--- src/rtl/geo_probe_pkg.sv ---
package geo_probe_pkg;
  typedef enum logic [1:0] {PH_COL, PH_ROW, PH_RANK} phase_e;
  typedef enum logic [2:0] {
    OP_CLR_BASE,
    OP_SET_PAT,
    OP_SET_INV,
    OP_GET_OFF,
    OP_GET_BASE
  } op_e;
  localparam logic [31:0] SIGNATURE = 32'h5AA5_F00F;
endpackage

--- src/rtl/geo_offset.sv ---
module geo_offset
  import geo_probe_pkg::*;
#(
  parameter int              AW        = 32,
  parameter int              CW        = 5,
  parameter int              ROW_GAP   = 13,
  parameter int              RANK_BIT  = 30,
  parameter logic [AW-1:0]   BASE_ADDR = '0
) (
  input  phase_e          phase_i,
  input  logic [CW-1:0]   cand_i,
  input  logic            bus32_i,
  input  op_e             op_i,
  output logic [AW-1:0]   addr_o
);
  localparam int SW = $clog2(AW);

  logic [SW-1:0] sh;
  logic [AW-1:0] off;

  always_comb begin
    case (phase_i)
      PH_COL:  sh = SW'(cand_i) + SW'(bus32_i);   // col + w - 1
      PH_ROW:  sh = SW'(cand_i) + SW'(ROW_GAP);
      default: sh = SW'(RANK_BIT);
    endcase
    off = AW'(1) << sh;
    if (op_i == OP_SET_INV) off = off + AW'(4);
    if (op_i == OP_CLR_BASE || op_i == OP_GET_BASE) addr_o = BASE_ADDR;
    else                                            addr_o = BASE_ADDR + off;
  end
endmodule

--- src/rtl/geo_bus.sv ---
module geo_bus #(
  parameter int AW = 32,
  parameter int DW = 32
) (
  input  logic          clk_i,
  input  logic          rst_ni,
  input  logic          go_i,
  input  logic          we_i,
  input  logic [AW-1:0] addr_i,
  input  logic [DW-1:0] wdata_i,
  output logic          ack_o,
  output logic [DW-1:0] rdata_o,
  output logic          mem_req_o,
  output logic          mem_we_o,
  output logic [AW-1:0] mem_addr_o,
  output logic [DW-1:0] mem_wdata_o,
  input  logic          mem_ready_i,
  input  logic          mem_rvalid_i,
  input  logic [DW-1:0] mem_rdata_i
);
  typedef enum logic [1:0] {B_IDLE, B_REQ, B_RESP} bst_e;

  bst_e          st_q;
  logic          we_q;
  logic [AW-1:0] addr_q;
  logic [DW-1:0] wdata_q;

  always_ff @(posedge clk_i or negedge rst_ni) begin
    if (!rst_ni) begin
      st_q    <= B_IDLE;
      we_q    <= 1'b0;
      addr_q  <= '0;
      wdata_q <= '0;
    end else begin
      case (st_q)
        B_IDLE: if (go_i) begin
          st_q    <= B_REQ;
          we_q    <= we_i;
          addr_q  <= addr_i;
          wdata_q <= wdata_i;
        end
        B_REQ: if (mem_ready_i) st_q <= we_q ? B_IDLE : B_RESP;
        B_RESP: if (mem_rvalid_i) st_q <= B_IDLE;
        default: st_q <= B_IDLE;
      endcase
    end
  end

  assign mem_req_o   = (st_q == B_REQ);
  assign mem_we_o    = we_q;
  assign mem_addr_o  = addr_q;
  assign mem_wdata_o = wdata_q;
  assign ack_o       = (st_q == B_REQ && mem_ready_i && we_q) ||
                       (st_q == B_RESP && mem_rvalid_i);
  assign rdata_o     = mem_rdata_i;
endmodule

--- src/rtl/geo_seq.sv ---
module geo_seq
  import geo_probe_pkg::*;
#(
  parameter int DW     = 32,
  parameter int CW     = 5,
  parameter int COL_HI = 11,
  parameter int COL_LO = 9,
  parameter int ROW_HI = 16,
  parameter int ROW_LO = 12
) (
  input  logic          clk_i,
  input  logic          rst_ni,
  input  logic          start_i,
  input  logic          bus32_i,
  input  logic          ack_i,
  input  logic [DW-1:0] rdata_i,
  output logic          go_o,
  output logic          we_o,
  output logic [DW-1:0] wdata_o,
  output op_e           op_o,
  output phase_e        phase_o,
  output logic [CW-1:0] cand_o,
  output logic          bus32_o,
  output logic          busy_o,
  output logic          done_o,
  output logic [CW-1:0] col_o,
  output logic [CW-1:0] row_o,
  output logic [1:0]    ranks_o,
  output logic          col_err_o,
  output logic          row_err_o
);
  typedef enum logic [1:0] {S_IDLE, S_ISSUE, S_WAIT, S_EVAL} st_e;

  localparam logic [DW-1:0] SIG = DW'(SIGNATURE);

  st_e           st_q;
  phase_e        phase_q;
  op_e           op_q, op_nxt;
  logic [CW-1:0] cand_q, col_q, row_q;
  logic [1:0]    ranks_q;
  logic          bus32_q, done_q, col_err_q, row_err_q;
  logic [DW-1:0] rd_off_q, rd_base_q;
  logic          pass;

  always_comb begin
    case (op_q)
      OP_CLR_BASE: op_nxt = OP_SET_PAT;
      OP_SET_PAT:  op_nxt = (phase_q == PH_RANK) ? OP_SET_INV : OP_GET_OFF;
      OP_SET_INV:  op_nxt = OP_GET_OFF;
      default:     op_nxt = OP_GET_BASE;
    endcase
  end

  assign pass = (rd_off_q == SIG) && (rd_base_q == '0);

  always_ff @(posedge clk_i or negedge rst_ni) begin
    if (!rst_ni) begin
      st_q      <= S_IDLE;
      phase_q   <= PH_COL;
      op_q      <= OP_CLR_BASE;
      cand_q    <= '0;
      bus32_q   <= 1'b0;
      col_q     <= '0;
      row_q     <= '0;
      ranks_q   <= '0;
      col_err_q <= 1'b0;
      row_err_q <= 1'b0;
      done_q    <= 1'b0;
      rd_off_q  <= '0;
      rd_base_q <= '0;
    end else begin
      done_q <= 1'b0;
      case (st_q)
        S_IDLE: if (start_i) begin
          st_q      <= S_ISSUE;
          phase_q   <= PH_COL;
          op_q      <= OP_CLR_BASE;
          cand_q    <= CW'(COL_HI);
          bus32_q   <= bus32_i;
          col_q     <= '0;
          row_q     <= '0;
          ranks_q   <= '0;
          col_err_q <= 1'b0;
          row_err_q <= 1'b0;
        end
        S_ISSUE: st_q <= S_WAIT;
        S_WAIT: if (ack_i) begin
          if (op_q == OP_GET_OFF) rd_off_q <= rdata_i;
          if (op_q == OP_GET_BASE) begin
            rd_base_q <= rdata_i;
            st_q      <= S_EVAL;
          end else begin
            op_q <= op_nxt;
            st_q <= S_ISSUE;
          end
        end
        S_EVAL: begin
          op_q <= OP_CLR_BASE;
          st_q <= S_ISSUE;
          case (phase_q)
            PH_COL: begin
              if (pass) begin
                col_q   <= cand_q;
                phase_q <= PH_ROW;
                cand_q  <= CW'(ROW_HI);
              end else if (cand_q == CW'(COL_LO)) begin
                col_err_q <= 1'b1;
                st_q      <= S_IDLE;
                done_q    <= 1'b1;
              end else begin
                cand_q <= cand_q - 1'b1;
              end
            end
            PH_ROW: begin
              if (pass) begin
                row_q   <= cand_q;
                phase_q <= PH_RANK;
              end else if (cand_q == CW'(ROW_LO)) begin
                row_err_q <= 1'b1;
                phase_q   <= PH_RANK;
              end else begin
                cand_q <= cand_q - 1'b1;
              end
            end
            default: begin
              ranks_q <= pass ? 2'd2 : 2'd1;
              st_q    <= S_IDLE;
              done_q  <= 1'b1;
            end
          endcase
        end
        default: st_q <= S_IDLE;
      endcase
    end
  end

  always_comb begin
    case (op_q)
      OP_SET_PAT: wdata_o = SIG;
      OP_SET_INV: wdata_o = ~SIG;
      default:    wdata_o = '0;
    endcase
  end

  assign go_o      = (st_q == S_ISSUE);
  assign we_o      = (op_q == OP_CLR_BASE) || (op_q == OP_SET_PAT) || (op_q == OP_SET_INV);
  assign op_o      = op_q;
  assign phase_o   = phase_q;
  assign cand_o    = cand_q;
  assign bus32_o   = bus32_q;
  assign busy_o    = (st_q != S_IDLE);
  assign done_o    = done_q;
  assign col_o     = col_q;
  assign row_o     = row_q;
  assign ranks_o   = ranks_q;
  assign col_err_o = col_err_q;
  assign row_err_o = row_err_q;
endmodule

--- src/rtl/geo_probe.sv ---
module geo_probe
  import geo_probe_pkg::*;
#(
  parameter int            AW        = 32,
  parameter int            DW        = 32,
  parameter int            CW        = 5,
  parameter int            COL_HI    = 11,
  parameter int            COL_LO    = 9,
  parameter int            ROW_HI    = 16,
  parameter int            ROW_LO    = 12,
  parameter int            ROW_GAP   = 13,
  parameter int            RANK_BIT  = 30,
  parameter logic [AW-1:0] BASE_ADDR = '0
) (
  input  logic          clk_i,
  input  logic          rst_ni,
  input  logic          start_i,
  input  logic          bus32_i,
  output logic          mem_req_o,
  output logic          mem_we_o,
  output logic [AW-1:0] mem_addr_o,
  output logic [DW-1:0] mem_wdata_o,
  input  logic          mem_ready_i,
  input  logic          mem_rvalid_i,
  input  logic [DW-1:0] mem_rdata_i,
  output logic          busy_o,
  output logic          done_o,
  output logic [CW-1:0] col_bits_o,
  output logic [CW-1:0] row_bits_o,
  output logic [1:0]    ranks_o,
  output logic          col_err_o,
  output logic          row_err_o
);
  logic          go, we, ack, bus32_run;
  logic [DW-1:0] wdata, rdata;
  logic [AW-1:0] addr;
  logic [CW-1:0] cand;
  op_e           op;
  phase_e        phase;

  geo_seq #(
    .DW(DW), .CW(CW), .COL_HI(COL_HI), .COL_LO(COL_LO),
    .ROW_HI(ROW_HI), .ROW_LO(ROW_LO)
  ) u_seq (
    .clk_i     (clk_i),
    .rst_ni    (rst_ni),
    .start_i   (start_i),
    .bus32_i   (bus32_i),
    .ack_i     (ack),
    .rdata_i   (rdata),
    .go_o      (go),
    .we_o      (we),
    .wdata_o   (wdata),
    .op_o      (op),
    .phase_o   (phase),
    .cand_o    (cand),
    .bus32_o   (bus32_run),
    .busy_o    (busy_o),
    .done_o    (done_o),
    .col_o     (col_bits_o),
    .row_o     (row_bits_o),
    .ranks_o   (ranks_o),
    .col_err_o (col_err_o),
    .row_err_o (row_err_o)
  );

  geo_offset #(
    .AW(AW), .CW(CW), .ROW_GAP(ROW_GAP), .RANK_BIT(RANK_BIT), .BASE_ADDR(BASE_ADDR)
  ) u_off (
    .phase_i (phase),
    .cand_i  (cand),
    .bus32_i (bus32_run),
    .op_i    (op),
    .addr_o  (addr)
  );

  geo_bus #(.AW(AW), .DW(DW)) u_bus (
    .clk_i        (clk_i),
    .rst_ni       (rst_ni),
    .go_i         (go),
    .we_i         (we),
    .addr_i       (addr),
    .wdata_i      (wdata),
    .ack_o        (ack),
    .rdata_o      (rdata),
    .mem_req_o    (mem_req_o),
    .mem_we_o     (mem_we_o),
    .mem_addr_o   (mem_addr_o),
    .mem_wdata_o  (mem_wdata_o),
    .mem_ready_i  (mem_ready_i),
    .mem_rvalid_i (mem_rvalid_i),
    .mem_rdata_i  (mem_rdata_i)
  );
endmodule

--- config.mk ---
export PLATFORM = sky130hd
export DESIGN_NAME = geo_probe
export DESIGN_NICKNAME = d
export VERILOG_FILES = /design/src/rtl/geo_probe_pkg.sv /design/src/rtl/geo_offset.sv /design/src/rtl/geo_bus.sv /design/src/rtl/geo_seq.sv /design/src/rtl/geo_probe.sv
export SDC_FILE = /design/constraint.sdc
export NUM_CORES = 1
export LEC_CHECK = 0
export BUFFER_PORTS_ARGS = -buffer_cell sky130_fd_sc_hd__buf_2
export CORE_ASPECT_RATIO = 1.75
export CORE_UTILIZATION = 55
export DETAILED_ROUTE_END_ITERATION = 8
export HOLD_SLACK_MARGIN = 0.12
export PLACE_DENSITY = 0.8
export SYNTH_ARGS = -nofsm -noshare
export SYNTH_HDL_FRONTEND = slang
export SYNTH_SLANG_ARGS = --single-unit
--- constraint.sdc ---
create_clock -name clk_i -period 3.85 [get_ports clk_i]
set_input_delay 0.77 -clock clk_i [delete_from_list [all_inputs] [get_ports clk_i]]
set_output_delay 0.77 -clock clk_i [all_outputs]
set_load 0.1 [all_outputs]
* Word level (Yosys, flattened, before mapping)
Index checks and enable logic that the tools add are counted.
** Word-level totals
- Bits in registers :: 159
- Input port bits :: 38
- Output and inout port bits :: 82
- Word-level logic and storage cells :: 143
** Operators by class
- Add/sub/neg operators :: 4
- Eq/ne operators :: 33
- Shift-type cells :: 1
- Muxes and demuxes :: 57
- Reduce and logical (&&, ||, !) cells :: 31
** Operators with widths (number)
- 32-bit two-way mux :: 2
- 32-bit one-hot mux with 2 select lines :: 1
- 5-bit one-hot mux with 2 select lines :: 5
- 5-bit two-way mux :: 9
- 32-bit by 3-bit adder with 32-bit output (second input constant) :: 1
- 32-bit by 31-bit == test with 1-bit output (second input constant) :: 1
- 32-bit zero test :: 1
- 1-bit by 5-bit << shifter with 32-bit output (first input constant) :: 1
- 2-bit two-way mux :: 14
- 3-bit one-hot mux with 3 select lines :: 2
- 2-bit one-hot mux with 2 select lines :: 4
- 5-bit AND reduction :: 3
- 2-bit inequality test (second input constant) :: 7
- 1-bit two-way mux :: 12
- 2-bit by 1-bit inequality test with 1-bit output (second input constant) :: 6
- 3-bit AND reduction :: 4
- 4-bit AND reduction :: 3
- 5-bit by 4-bit == test with 1-bit output (second input constant) :: 2
- 3-bit two-way mux :: 3
- 3-bit inequality test (second input constant) :: 3
- 2-bit == test (second input constant) :: 4
- 4-bit inequality test (second input constant) :: 2
- 2-bit one-hot mux with 4 select lines :: 1
- 2-bit by 1-bit == test with 1-bit output (second input constant) :: 3
- other kinds (18) :: 32

* Logic depth before layout (Yosys ltp)
- Depth in word-level cells :: 6
- Depth in mapped cells :: 15
- Mapped depth without buffers :: 14

* Cells and area by module
Synthesis repeated with hierarchy kept, for this count alone.
** Unflattened totals
- Cell total of the unflattened synthesis :: 678
- Area, all modules :: 7890.1 sq um
** Modules (own cells, without submodules)
- geo_seq :: instances 1, cells each 395, area an instance 4544.4 sq um, seq. area each 2302.2 sq um
- geo_bus :: instances 1, cells each 183, area an instance 2790.2 sq um, seq. area each 1676.6 sq um
- geo_offset :: instances 1, cells each 100, area an instance 555.5 sq um, seq. area each 0.0 sq um

* Worst setup path after synthesis
OpenSTA, ideal clock, no wires.
- Kind :: register to register
- Start point :: register u_seq.phase_q[1] (netlist: u_seq.phase_o[1])
- End point :: register u_bus.addr_q[3] (netlist: u_bus.mem_addr_o[3])
- Setup time :: 123 ps
- Arrival :: 2581 ps
- Required time :: 3727 ps
- Setup slack :: 1145 ps
- Cell stages (with the launch flop) :: 15
- Path buffers :: 1
- Clock period less this slack :: 2705 ps
- Path through :: dfrtp_1 > clkbuf_1 > inv_1 > nand2_1 > nand2b_1 > ha_1 > and4b_1 > a21oi_1 > xnor2_1 > nor2_1 > nand2_1 > nor3_1 > ha_1 > a32oi_1 > nand2_1
** On the way
- Longest elaborated chain between the ends :: 6
- Elaborated cells between the ends (all ways) :: 7
- Those cells by class :: 1 x add/sub; 1 x eq/ne; 1 x shift; 3 x mux; 1 x reduce/logical
** Ends and longest elaborated chain
- start: declaration :: line geo_seq.sv:37 : phase_e phase_q;
- start signal: assignment :: line geo_seq.sv:59 : phase_q <= PH_COL;
- start signal: assignment :: line geo_seq.sv:76 : phase_q <= PH_COL;
- start signal: assignment :: line geo_seq.sv:104 : phase_q <= PH_ROW;
- 2-bit by 1-bit == test with 1-bit output / 2-bit zero test (equally long branches) :: line geo_offset.sv:22 : case (phase_i)
- 5-bit one-hot mux with 2 select lines * :: line geo_offset.sv:22
- 1-bit by 5-bit << shifter with 32-bit output * :: line geo_offset.sv:27 : off = AW'(1) << sh;
- 32-bit by 3-bit adder with 32-bit output :: line geo_offset.sv:28 : if (op_i == OP_SET_INV) off = off + AW'(4);
- 32-bit two-way mux * :: line geo_offset.sv:28
- 32-bit two-way mux * :: line geo_offset.sv:29 : if (op_i == OP_CLR_BASE || op_i == OP_GET_BASE) addr_o = BASE_ADDR;
- end signal: assignment :: line geo_bus.sv:39 : addr_q <= addr_i;
- end: declaration :: line geo_bus.sv:25 : logic [AW-1:0] addr_q;
Every way passes the cells marked *; elsewhere a longest branch is shown, timed or not.
A chain may end at the register's enable or synchronous reset.

* Worst setup path in the final report
- Start point :: register u_seq.phase_q[1] (netlist: u_seq.phase_o[1])
- End point :: register u_bus.addr_q[4] (netlist: u_bus.mem_addr_o[4])
Same word-level chain as after synthesis.

==> flow_summary.ini <==
[run_status]
status = complete, no violations

[cts]
post_cts_buffers = 0
clk_latency_ns = 0.41
root_buffer = clkbuf_16
numCtsBuffers = 17
h-tree-depth = 4
cts_resized = 0
clk_pin_slew_ns = 0.05
cts_tree = done
cts_sinks = 129
hold_buffers = 0
clk_path_buf_depth = 2

[finish]
diodes = 0
areaGrowthSynthToFinish_pct = 18.1
instances_no_fill = 741
nets = 649
drive_gt1_frac = 0.386

[power_and_ir_drop]
leakage_nw = 3.67
vdd_drop_max_mv = 0.677
powerDensity_nw_per_um2 = 768

[placement]
post-place-ws_ns = 0.814
dp.cells = 711
place.gp.congestion = 0.891
dp_hpwl_um = 9520
io_buffers = 119

[synth]
synth_area_um2 = 5980
synth.area.top_cells = dfrtp_1 54%, mux2_2 13%, buf_4 3.8%, a22o_1 2.5%, ha_1 2.3%
synth_cell_types = 54
synthArstFlopShare = 1.00
synth_compound_area_frac = 0.106
synth_top_area_cell = dfrtp_1
synth_top_area_share = 0.540
synth_fa_ha_area_frac = 0.0230
synth.area.mux_share = 0.143
synth_top_family_by_area = multiplexers
yosys_most_used_dff = dfrtp_1
yosys_warnings = 0
synth.ff_latch_count = 129
syn_inst = 507
syn_avg_cell_area_um2 = 11.8
ys_seq_area_frac = 0.540
synth_edf_count = 0
synth_simple_gate_area_frac = 0.119
synth_nets = 556
synth_xor_area_frac = 0.00733

[sta]
clock_skew_ns = 0.00526
finalSetupViolCount = 0
clock.fmax_ghz = 0.320
finalHoldViolCount = 0
period_needed_ns = 3.12
slew_headroom = 0.417
tns_ns = 0
tightestPinTransition_ns = 0.875
finalCritPeriodShare = 0.811
rsz0062_at_grt = false
setup_ws_ns = 0.729
drv_slew = 0

[routing]
drt_iter0_drc = 182
highest_layer = met4
dr_wl_met2_um = 7400
post_drt_via_cell_ratio = 5.82
via_count = 4315
wl_um = 13200
dr_wl_met3_um = 547
wl_per_cell_um = 17.9
dr.pass1.iters = 4
met1_length_um = 4930
ant_nets = 0
drc = 0

[worst_setup_path]
startpoint_type = flip-flop
crit_arrival_ns = 3.47
slowest_delay_ns = 0.48
worstSetupPathType = reg2reg
cp_num_buf_inv = 1
cp-end-kind = flip-flop
path_max_fanout = 12
cp.depth = 14
path_delay_family = simple AND/OR/NAND/NOR gates
cp.required_ns = 4.20
crit_chain = inv_1 > nand2_1 > nand2b_1 > ha_1 > and4b_1 > a21oi_1 > xnor2_1 > nor2_1 > nand2_1 > nor3_1 > ha_1 > nand3_1 > a31o_2 > nand3_1
r2r_setup_slack_ns = 0.73
reg2reg_to = u_bus.mem_addr_o[4]
r2r-start = u_seq.phase_o[1]
critPathSlowestCell = nor2_1
ff2ff_path_depth = 14

[worst_hold_path]
worstHoldPathType = in2async

[global_route]
grt_pass1_wl_um = 21300
grtUsageTotal = 0.251
first_global_vias = 4388
grt_max_degree = 70
grt-ovfl-total = 0
antenna_found_initial = 0

[die]
initial_core_util = 0.562
row_count = 50
fp.dieW_um = 80.8
dieArea_um2 = 11300
fp.dieH_um = 140
num_io_pins = 120
core_area_um2 = 10600

[job]
drv_cap = 0
how the worst max path moves through the flow:
stage / start / end / slack, ns
2_1_floorplan: u_seq.phase_o[1] / u_bus.mem_addr_o[3] / 1.15
3_3_place_gp: u_seq.phase_o[1] / u_bus.mem_addr_o[3] / 1.00
3_5_place_dp: u_seq.phase_o[1] / u_bus.mem_addr_o[4] / 0.81
4_1_cts: u_seq.phase_o[1] / u_bus.mem_addr_o[4] / 0.79
5_1_grt: u_seq.phase_o[1] / u_bus.mem_addr_o[3] / 0.47
6_report: u_seq.phase_o[1] / u_bus.mem_addr_o[4] / 0.73
per-stage QoR:
stage	util	instance area [µm²]	hold WS [ns]	power [mW]
after floorplan	-	5980	0.470	3.53
after global placement	0.611	6500	0.460	3.87
after detailed placement	0.611	6500	0.469	3.91
after CTS	0.664	7060	0.489	5.44
after global routing	0.664	7060	0.508	5.67
final	0.664	7060	0.478	5.43
power by group:
group | switching (mW) | internal (mW)
clock network | 0.569 | 0.958
logic | 1.76 | 0.501
registers | 0.140 | 1.50
total | 2.47 | 2.96
worst reg2reg max path: stages, from the launching register on:
cell and delay (ns):
dfrtp_1 0.38, inv_1 0.24, nand2_1 0.23, nand2b_1 0.13
ha_1 0.20, and4b_1 0.20, a21oi_1 0.05, xnor2_1 0.18
nor2_1 0.48, nand2_1 0.16, nor3_1 0.24, ha_1 0.21
nand3_1 0.07, a31o_2 0.22, nand3_1 0.07
area by class of cell:
cell class	count	area, µm²
clock buffer	20	447
clock inverter	10	114
fill	816	3570
inverter	16	60.1
multi-input combinational	310	2390
sequential	129	3230
tap	130	163
timing repair buffer	126	663
Yosys cell counts, types with 3 or more instances:
library cell	count
nand2_1	27
nand3_1	12
and2_1	5
buf_4	30
nor4bb_1	3
nor2_1	25
and3_1	4
a21oi_1	18
and4b_1	3
clkbuf_1	19
a32o_1	11
o21ai_0	14
inv_1	16
a22o_1	17
dfrtp_1	129
nand4_1	8
a31oi_1	4
mux2_2	71
nor4_1	10
xnor2_1	5
mux2_1	5
a31o_2	3
nor2b_1	4
nor4b_1	3
nor3_1	13
ha_1	11
metal layers:
metal / up-vias / GRT usage
met5: - / 0
met4: 0 / 0.121
met3: 30 / 0.0495
met2: 146 / 0.453
met1: 2137 / 0.271
li1: 2002 / -
cells in the final DEF (no fill, tap or decap), drive strengths merged, types with 12 or more instances in the layout:
cell type | Yosys | layout
dfrtp | 129 | 129
buf | 33 | 126
mux2 | 76 | 76
nand2 | 27 | 27
nor2 | 25 | 25
clkbuf | 19 | 20
a21oi | 18 | 18
o21ai | 18 | 18
a22o | 17 | 17
inv | 16 | 16
nor3 | 13 | 13
nand3 | 12 | 12
state kept, by name, indices dropped and copies added, names as in the netlist, 2 cells and up:
signal / count
u_seq.ranks_o: 2
u_seq.cand_o: 5
u_seq.st_q: 2
u_bus.st_q: 2
u_seq.phase_o: 2
u_bus.mem_wdata_o: 2
u_seq.row_o: 5
u_bus.mem_addr_o: 32
u_seq.op_o: 3
u_seq.col_o: 5
u_seq.rd_off_q: 32
u_seq.rd_base_q: 32
cell families after synthesis:
kind of cell    after synthesis
compound gates               87
xor+xnor                      5
fa+ha+maj                    11
buf+inv                      68
flops                       129
mux                          76
simple gates                131
No activity file was read; power rests on OpenSTA's default activity.
